===== src/rtl/irqc_pkg.sv =====
package irqc_pkg;

  // Word address layout: {unit select, register offset}
  localparam int unsigned OFS_W  = 3;
  localparam int unsigned SEL_W  = 2;
  localparam int unsigned ADDR_W = OFS_W + SEL_W;

  // Number of subordinate units cascaded into the lowest main lines
  localparam int unsigned CASCADE_LINES = 2;

  typedef enum logic [OFS_W-1:0] {
    OFS_ENABLE = 3'd0,
    OFS_RAW    = 3'd1,
    OFS_MASKED = 3'd2,
    OFS_POL    = 3'd3,
    OFS_TYPE   = 3'd4
  } reg_ofs_e;

  typedef enum logic [SEL_W-1:0] {
    SEL_MAIN = 2'd0,
    SEL_SUB1 = 2'd1,
    SEL_SUB2 = 2'd2
  } unit_sel_e;

endpackage


===== src/rtl/irqc_sync.sv =====
module irqc_sync #(
  parameter int unsigned WIDTH  = 32,
  parameter int unsigned STAGES = 2
) (
  input  logic             clk,
  input  logic             rst,
  input  logic [WIDTH-1:0] din,
  output logic [WIDTH-1:0] dout
);

  logic [STAGES-1:0][WIDTH-1:0] stage_q;

  always_ff @(posedge clk) begin
    if (rst) begin
      stage_q <= '0;
    end else begin
      stage_q[0] <= din;
      for (int s = 1; s < STAGES; s++) begin
        stage_q[s] <= stage_q[s-1];
      end
    end
  end

  assign dout = stage_q[STAGES-1];

endmodule


===== src/rtl/irqc_unit.sv =====
module irqc_unit
  import irqc_pkg::*;
#(
  parameter int unsigned LINES = 32
) (
  input  logic             clk,
  input  logic             rst,
  input  logic [LINES-1:0] line_in,
  input  logic             wr_en,
  input  logic [OFS_W-1:0] reg_ofs,
  input  logic [LINES-1:0] wr_data,
  output logic [LINES-1:0] rd_word,
  output logic [LINES-1:0] masked,
  output logic             unit_out
);

  logic [LINES-1:0] en_q, pol_q, type_q, raw_q, prev_q, masked_q;
  logic             out_q;

  logic [LINES-1:0] act, prev_act, edge_hit, clr_mask, raw_next;
  logic             wr_enable, wr_raw, wr_pol, wr_type;

  // Polarity-corrected view; history is corrected with the current
  // polarity so that a polarity change alone never forms an edge.
  assign act      = line_in ~^ pol_q;
  assign prev_act = prev_q ~^ pol_q;
  assign edge_hit = act & ~prev_act;

  assign wr_enable = wr_en && (reg_ofs_e'(reg_ofs) == OFS_ENABLE);
  assign wr_raw    = wr_en && (reg_ofs_e'(reg_ofs) == OFS_RAW);
  assign wr_pol    = wr_en && (reg_ofs_e'(reg_ofs) == OFS_POL);
  assign wr_type   = wr_en && (reg_ofs_e'(reg_ofs) == OFS_TYPE);

  assign clr_mask = wr_raw ? wr_data : '0;

  // Edge lines: hold, drop on clear, a fresh edge wins over a clear.
  // Level lines: follow the corrected input.
  assign raw_next = (type_q & ((raw_q & ~clr_mask) | edge_hit)) |
                    (~type_q & act);

  always_ff @(posedge clk) begin
    if (rst) begin
      en_q     <= '0;
      pol_q    <= '0;
      type_q   <= '0;
      raw_q    <= '0;
      prev_q   <= '0;
      masked_q <= '0;
      out_q    <= 1'b0;
    end else begin
      prev_q   <= line_in;
      raw_q    <= raw_next;
      masked_q <= raw_q & en_q;
      out_q    <= |(raw_q & en_q);
      if (wr_enable) en_q   <= wr_data;
      if (wr_pol)    pol_q  <= wr_data;
      if (wr_type)   type_q <= wr_data;
    end
  end

  always_comb begin
    case (reg_ofs_e'(reg_ofs))
      OFS_ENABLE: rd_word = en_q;
      OFS_RAW:    rd_word = raw_q;
      OFS_MASKED: rd_word = masked_q;
      OFS_POL:    rd_word = pol_q;
      OFS_TYPE:   rd_word = type_q;
      default:    rd_word = '0;
    endcase
  end

  assign masked   = masked_q;
  assign unit_out = out_q;


  reset_clear_chk: assert property (@(posedge clk)
    $past(rst) |-> (en_q == '0 && pol_q == '0 && type_q == '0 && !out_q));


  edge_hold_chk: assert property (@(posedge clk) disable iff (rst)
    !wr_en |=> (($past(raw_q & type_q) & ~raw_q) == '0));


  mask_gate_chk: assert property (@(posedge clk) disable iff (rst)
    1'b1 |=> ((masked_q & ~$past(en_q)) == '0));

endmodule


===== src/rtl/irq_cascade_ctrl.sv =====
module irq_cascade_ctrl
  import irqc_pkg::*;
#(
  parameter int unsigned NUM_LINES   = 32,
  parameter int unsigned SYNC_STAGES = 2
) (
  input  logic                              clk,
  input  logic                              rst,
  input  logic [ADDR_W-1:0]                 bus_addr,
  input  logic                              bus_wr,
  input  logic [NUM_LINES-1:0]              bus_wdata,
  output logic [NUM_LINES-1:0]              bus_rdata,
  input  logic [NUM_LINES-1:CASCADE_LINES]  main_src,
  input  logic [NUM_LINES-1:0]              sub1_src,
  input  logic [NUM_LINES-1:0]              sub2_src,
  output logic                              irq,
  output logic [NUM_LINES-1:0]              main_masked
);

  localparam int unsigned EXT_LINES = NUM_LINES - CASCADE_LINES;

  logic [OFS_W-1:0] reg_ofs;
  logic [SEL_W-1:0] unit_sel;

  assign reg_ofs  = bus_addr[OFS_W-1:0];
  assign unit_sel = bus_addr[ADDR_W-1:OFS_W];

  // Subordinate units
  logic [CASCADE_LINES-1:0][NUM_LINES-1:0] sub_src_arr, sub_sync, sub_rd, sub_masked;
  logic [CASCADE_LINES-1:0]                sub_out;

  assign sub_src_arr[0] = sub1_src;
  assign sub_src_arr[1] = sub2_src;

  for (genvar g = 0; g < CASCADE_LINES; g++) begin : g_sub
    localparam logic [SEL_W-1:0] MY_SEL = SEL_W'(g + 1);

    irqc_sync #(.WIDTH(NUM_LINES), .STAGES(SYNC_STAGES)) i_sync (
      .clk  (clk),
      .rst  (rst),
      .din  (sub_src_arr[g]),
      .dout (sub_sync[g])
    );

    irqc_unit #(.LINES(NUM_LINES)) i_unit (
      .clk      (clk),
      .rst      (rst),
      .line_in  (sub_sync[g]),
      .wr_en    (bus_wr && (unit_sel == MY_SEL)),
      .reg_ofs  (reg_ofs),
      .wr_data  (bus_wdata),
      .rd_word  (sub_rd[g]),
      .masked   (sub_masked[g]),
      .unit_out (sub_out[g])
    );


    sub_out_agree_chk: assert property (@(posedge clk) disable iff (rst)
      sub_out[g] == (sub_masked[g] != '0));
  end

  // Main unit: external lines synchronised, cascade lines taken directly
  logic [EXT_LINES-1:0] main_ext_sync;
  logic [NUM_LINES-1:0] main_line, main_rd;
  logic                 main_out;

  irqc_sync #(.WIDTH(EXT_LINES), .STAGES(SYNC_STAGES)) i_main_sync (
    .clk  (clk),
    .rst  (rst),
    .din  (main_src),
    .dout (main_ext_sync)
  );

  assign main_line = {main_ext_sync, sub_out};

  irqc_unit #(.LINES(NUM_LINES)) i_main (
    .clk      (clk),
    .rst      (rst),
    .line_in  (main_line),
    .wr_en    (bus_wr && (unit_sel == SEL_MAIN)),
    .reg_ofs  (reg_ofs),
    .wr_data  (bus_wdata),
    .rd_word  (main_rd),
    .masked   (main_masked),
    .unit_out (main_out)
  );

  assign irq = main_out;

  // Registered read port
  logic [NUM_LINES-1:0] rd_sel, rdata_q;

  always_comb begin
    rd_sel = '0;
    if (unit_sel == SEL_MAIN) rd_sel = main_rd;
    for (int u = 0; u < CASCADE_LINES; u++) begin
      if (unit_sel == SEL_W'(u + 1)) rd_sel = sub_rd[u];
    end
  end

  always_ff @(posedge clk) begin
    if (rst) rdata_q <= '0;
    else     rdata_q <= rd_sel;
  end

  assign bus_rdata = rdata_q;


  irq_masked_chk: assert property (@(posedge clk) disable iff (rst)
    irq == (main_masked != '0));


  rdata_reset_chk: assert property (@(posedge clk)
    $past(rst) |-> (bus_rdata == '0 && !irq));

endmodule


===== config.mk =====
export PLATFORM = sky130hd
export DESIGN_NAME = irq_cascade_ctrl
export DESIGN_NICKNAME = d
export VERILOG_FILES = /design/src/rtl/irqc_pkg.sv /design/src/rtl/irqc_sync.sv /design/src/rtl/irqc_unit.sv /design/src/rtl/irq_cascade_ctrl.sv
export SDC_FILE = /design/constraint.sdc
export NUM_CORES = 2
export LEC_CHECK = 0
export BUFFER_PORTS_ARGS = -buffer_cell sky130_fd_sc_hd__buf_2
export CORE_ASPECT_RATIO = 0.7
export CORE_MARGIN = 2
export CORE_UTILIZATION = 50
export DETAILED_ROUTE_END_ITERATION = 7
export GPL_TIMING_DRIVEN = 1
export PLACE_DENSITY = 0.78
export SYNTH_ARGS = -nofsm -noshare
export SYNTH_HDL_FRONTEND = slang
export SYNTH_SLANG_ARGS = --single-unit

===== constraint.sdc =====
create_clock -name clk -period 3 [get_ports clk]
set_input_delay 0.15 -clock clk [delete_from_list [all_inputs] [get_ports clk]]
set_output_delay 0.15 -clock clk [all_outputs]
set_load 0.02 [all_outputs]

==> impl_summary.log <==
INFO  metric synthTopCellsByCount = sky130_fd_sc_hd__nand2_1, sky130_fd_sc_hd__dfxtp_1, sky130_fd_sc_hd__a21oi_1, sky130_fd_sc_hd__nor2b_1, sky130_fd_sc_hd__clkbuf_1
INFO  metric cp_max_fanout = 41
INFO  metric layout_worst_path_cycle_share = 0.733
INFO  metric sw_frac_of_total = 0.243
INFO  metric power.clock.fraction = 0.426
INFO  metric multi_input_comb_area = 14500 sq um
INFO  metric syn-cell-area = 31800 sq um
INFO  metric net_switching_power = 0.00539 W
INFO  metric power_frac_seq = 0.502
INFO  metric netlist.top_cell.by_area = sky130_fd_sc_hd__dfxtp_1
INFO  metric drive_above_1_share = 0.123
INFO  metric tns = 0 ns
INFO  metric number_of_max_slew_violations_in_the_final_report = 0
INFO  metric vias_per_cell = 5.97
INFO  metric register_bit_total_from_synthesis = 799
INFO  metric power.static_leakage = 13.7 nW
INFO  metric clock_tree.root_cell = sky130_fd_sc_hd__clkbuf_16
INFO  metric comb_power_share = 0.072
INFO  metric rsz0062_at_grt = no
INFO  metric post_cts.resized_instances = 0
INFO  metric antenna_found_initial = 6
INFO  metric initial_utilization = 0.505
INFO  metric cts-buffers-inserted = 76
INFO  metric maxCapViolations = 0
INFO  metric tritoncts = built
INFO  metric fp.coreArea = 63000 sq um
INFO  metric fmax = 455 MHz
INFO  metric initialDrtViolationCount = 3963
INFO  metric num_io_pins = 199
INFO  metric max-slew-margin-rel = 0.175
INFO  metric portbufs = 198
INFO  metric synthCells = 3710
INFO  metric skew_final = 0.0250 ns
INFO  metric fp.dieH = 215 um
INFO  metric final_critical_path_setup_slack = 0.801 ns
INFO  metric path_class = input port to register
INFO  metric netlist-cell-type-count = 61
INFO  metric clock_sink_count = 799
INFO  metric seq_area_frac_synth = 0.503
INFO  metric synth.area.top_cells = sky130_fd_sc_hd__dfxtp_1, sky130_fd_sc_hd__nand2_1, sky130_fd_sc_hd__nor2b_1, sky130_fd_sc_hd__a21oi_1, sky130_fd_sc_hd__clkbuf_1
INFO  metric ys_dominant_reg_cell = sky130_fd_sc_hd__dfxtp_1
INFO  metric cp.arrival = 2.66 ns
INFO  metric synthArstFlopShare = 0
INFO  metric gr_overflow_total = 0
INFO  metric skew_pair_late_insertion_delay = 0.63 ns
INFO  metric grt_util_all_layers = 0.316
INFO  metric power_density = 598 nW/um^2
INFO  metric finalWeightedCongestion = 0.974
INFO  metric chipWidth = 305 um
INFO  metric p_int = 0.0168 W
INFO  metric yosysWarnings = 0
INFO  metric worst_hold_path_type = input port to register
INFO  metric timing_worst_slew_pin_value = 1.22 ns
INFO  metric drt_pass1_iterations = 8
INFO  metric post-route-min-period = 2.20 ns
INFO  metric grt_start_max_net_pins = 111
INFO  metric via_count = 28600
INFO  metric die-area = 65700 sq um
INFO  metric nets = 4043
INFO  metric clk_pin_slew = 0.06 ns
INFO  metric synth_area_per_cell = 8.57 sq um
INFO  metric worstSetupStartpointType = input port
INFO  metric vdd_ir_drop_max = 0.412 mV
INFO  metric post_detailed_route_drc_marker_count = 0
INFO  metric antenna_left = 0
INFO  metric synth_edf_count = 0
INFO  metric synth_nets = 3844
INFO  metric most_used_standard_cell_by_instance_count_after_synthesis = sky130_fd_sc_hd__nand2_1
INFO  metric report.power.total = 0.0222 W
INFO  metric layout-area-overhead-vs-synth = 16.7%
INFO  metric place.detailed.hpwl = 70600 um
INFO  metric crit_path_end_kind = register
INFO  metric number_of_setup_buffers_added_after_cts = 0
INFO  metric cts.path.max_buffers = 3
INFO  metric setup_viol_count_final = 0
INFO  metric run_status = completed
INFO  metric htree_num_levels = 3
INFO  metric detail_route.wl_per_cell = 22.2 um
INFO  metric post_route_wl = 106000 um
INFO  metric area.sequential = 16000 sq um
INFO  metric number_of_global_route_vias_before_repair = 26500
INFO  metric std_cell_rows = 77
INFO  metric cp_data_required_time = 3.46 ns
INFO  metric yosysTopAreaCellShare = 0.503
INFO  metric final.fill_count = 5500
INFO  metric finalHoldViolations = 0
INFO  metric global_route_wire_length_before_repair = 160000 um
INFO  metric dpl_worst_slack = 0.422 ns
## state kept, by name (all words and copies together), names as in the netlist
name	count
g_sub.i_unit.unit_out	2
g_sub.i_unit.type_q	64
bus_rdata	32
i_main.pol_q	32
g_sub.i_sync.stage_q	64
i_main.unit_out	1
g_sub.i_sync.dout	64
i_main.type_q	32
i_main.prev_q	32
i_main_sync.dout	30
i_main.raw_q	32
i_main.en_q	32
g_sub.i_unit.raw_q	64
g_sub.i_unit.en_q	64
i_main.masked	32
i_main_sync.stage_q	30
g_sub.i_unit.masked	64
g_sub.i_unit.pol_q	64
g_sub.i_unit.prev_q	64
## power groups by stage
stage,clock (W),sequential [W],combinational (W)
4_1_cts,0.00954,0.0111,0.00153
3_3_place_gp,0,0.0114,0.00139
2_1_floorplan,0,0.0113,0.000856
3_5_place_dp,0,0.0114,0.00140
6_report,0.00946,0.0111,0.00160
5_1_grt,0.00998,0.0112,0.00167
## cell usage in the layout, fill, tap and decap left out, types with 74 or more instances in the layout
cell type                         n
sky130_fd_sc_hd__nand2_1        837
sky130_fd_sc_hd__a31oi_1         96
sky130_fd_sc_hd__dlygate4sd3_1  127
sky130_fd_sc_hd__nor2b_1        392
sky130_fd_sc_hd__buf_2          194
sky130_fd_sc_hd__nor3_1         101
sky130_fd_sc_hd__buf_4           74
sky130_fd_sc_hd__a21oi_1        446
sky130_fd_sc_hd__clkbuf_16       79
sky130_fd_sc_hd__a21o_1          77
sky130_fd_sc_hd__nor2_1         109
sky130_fd_sc_hd__dfxtp_1        799
## metrics by stage
stage | hold WS (ns) | util | instance area, sq um | instances
after floorplan | 0.278 | - | 31800 | 3710
after global placement | 0.357 | 0.531 | 33400 | 4533
final | 0.147 | 0.589 | 37100 | 4791
after global routing | 0.161 | 0.589 | 37100 | 4790
after detailed placement | 0.363 | 0.531 | 33400 | 4533
after CTS | 0.104 | 0.589 | 37100 | 4790
## worst max-delay path, cell delays in order
cell	delay [ns]
sky130_fd_sc_hd__buf_4	0.50
sky130_fd_sc_hd__buf_12	0.33
sky130_fd_sc_hd__or2_1	0.44
sky130_fd_sc_hd__o22ai_1	0.19
sky130_fd_sc_hd__o21ai_0	0.80
sky130_fd_sc_hd__a221oi_2	0.15
## cell type report
class | count | share of cell area
Antenna cell | 1 | 0.0000674
Timing Repair Buffer | 416 | 0.0864
Inverter | 3 | 0.000304
Tap cell | 829 | 0.0280
Clock buffer | 109 | 0.0598
Multi-Input combinational cell | 2613 | 0.390
Sequential cell | 799 | 0.431
Clock inverter | 21 | 0.00459
## worst paths after layout
| check | start | to | slack [ns] | depth (start not counted) |
|---|---|---|---|---|
| worst max-delay path | bus_addr[1] | bus_rdata[17] | 0.80 | 6 |
| worst min-delay path | bus_wr | i_main.raw_q[1] | 0.15 | 4 |
| worst max register to register | i_main.pol_q[21] | bus_rdata[21] | 1.05 | 3 |
| worst min register to register | g_sub[1].i_sync.stage_q[15] | g_sub[1].i_sync.dout[15] | 0.43 | 1 |
## logic make-up (layout without fill, tap and decap cells)
| kind of cell | after synthesis | in the layout | share of synthesized area |
|---|---|---|---|
| compound gates | 853 | 853 | 0.167 |
| buf+inv | 298 | 549 | 0.0433 |
| flops | 799 | 799 | 0.503 |
| simple gates | 1665 | 1665 | 0.251 |
| other cells | 0 | 1 | 0 |
| mux | 95 | 95 | 0.0353 |
## timing repair
| action | in CTS | in global routing |
|---|---|---|
| hold buffers | 127 | 0 |
| setup endpoints to repair | 0 | 0 |
| endpoints found under the hold margin | 363 | 0 |
## layer usage
layer,up-vias,global-route usage,routed length [um],part of all wire
met2,1811,0.452,43600,0.41
met3,266,0.101,15100,0.14
met1,13400,0.444,43700,0.41
met4,8,0.112,3970,0.037
li1,13100,-,-,-
met5,-,0,57,0.00054
Note: power is estimated with default switching activity, not from simulation.
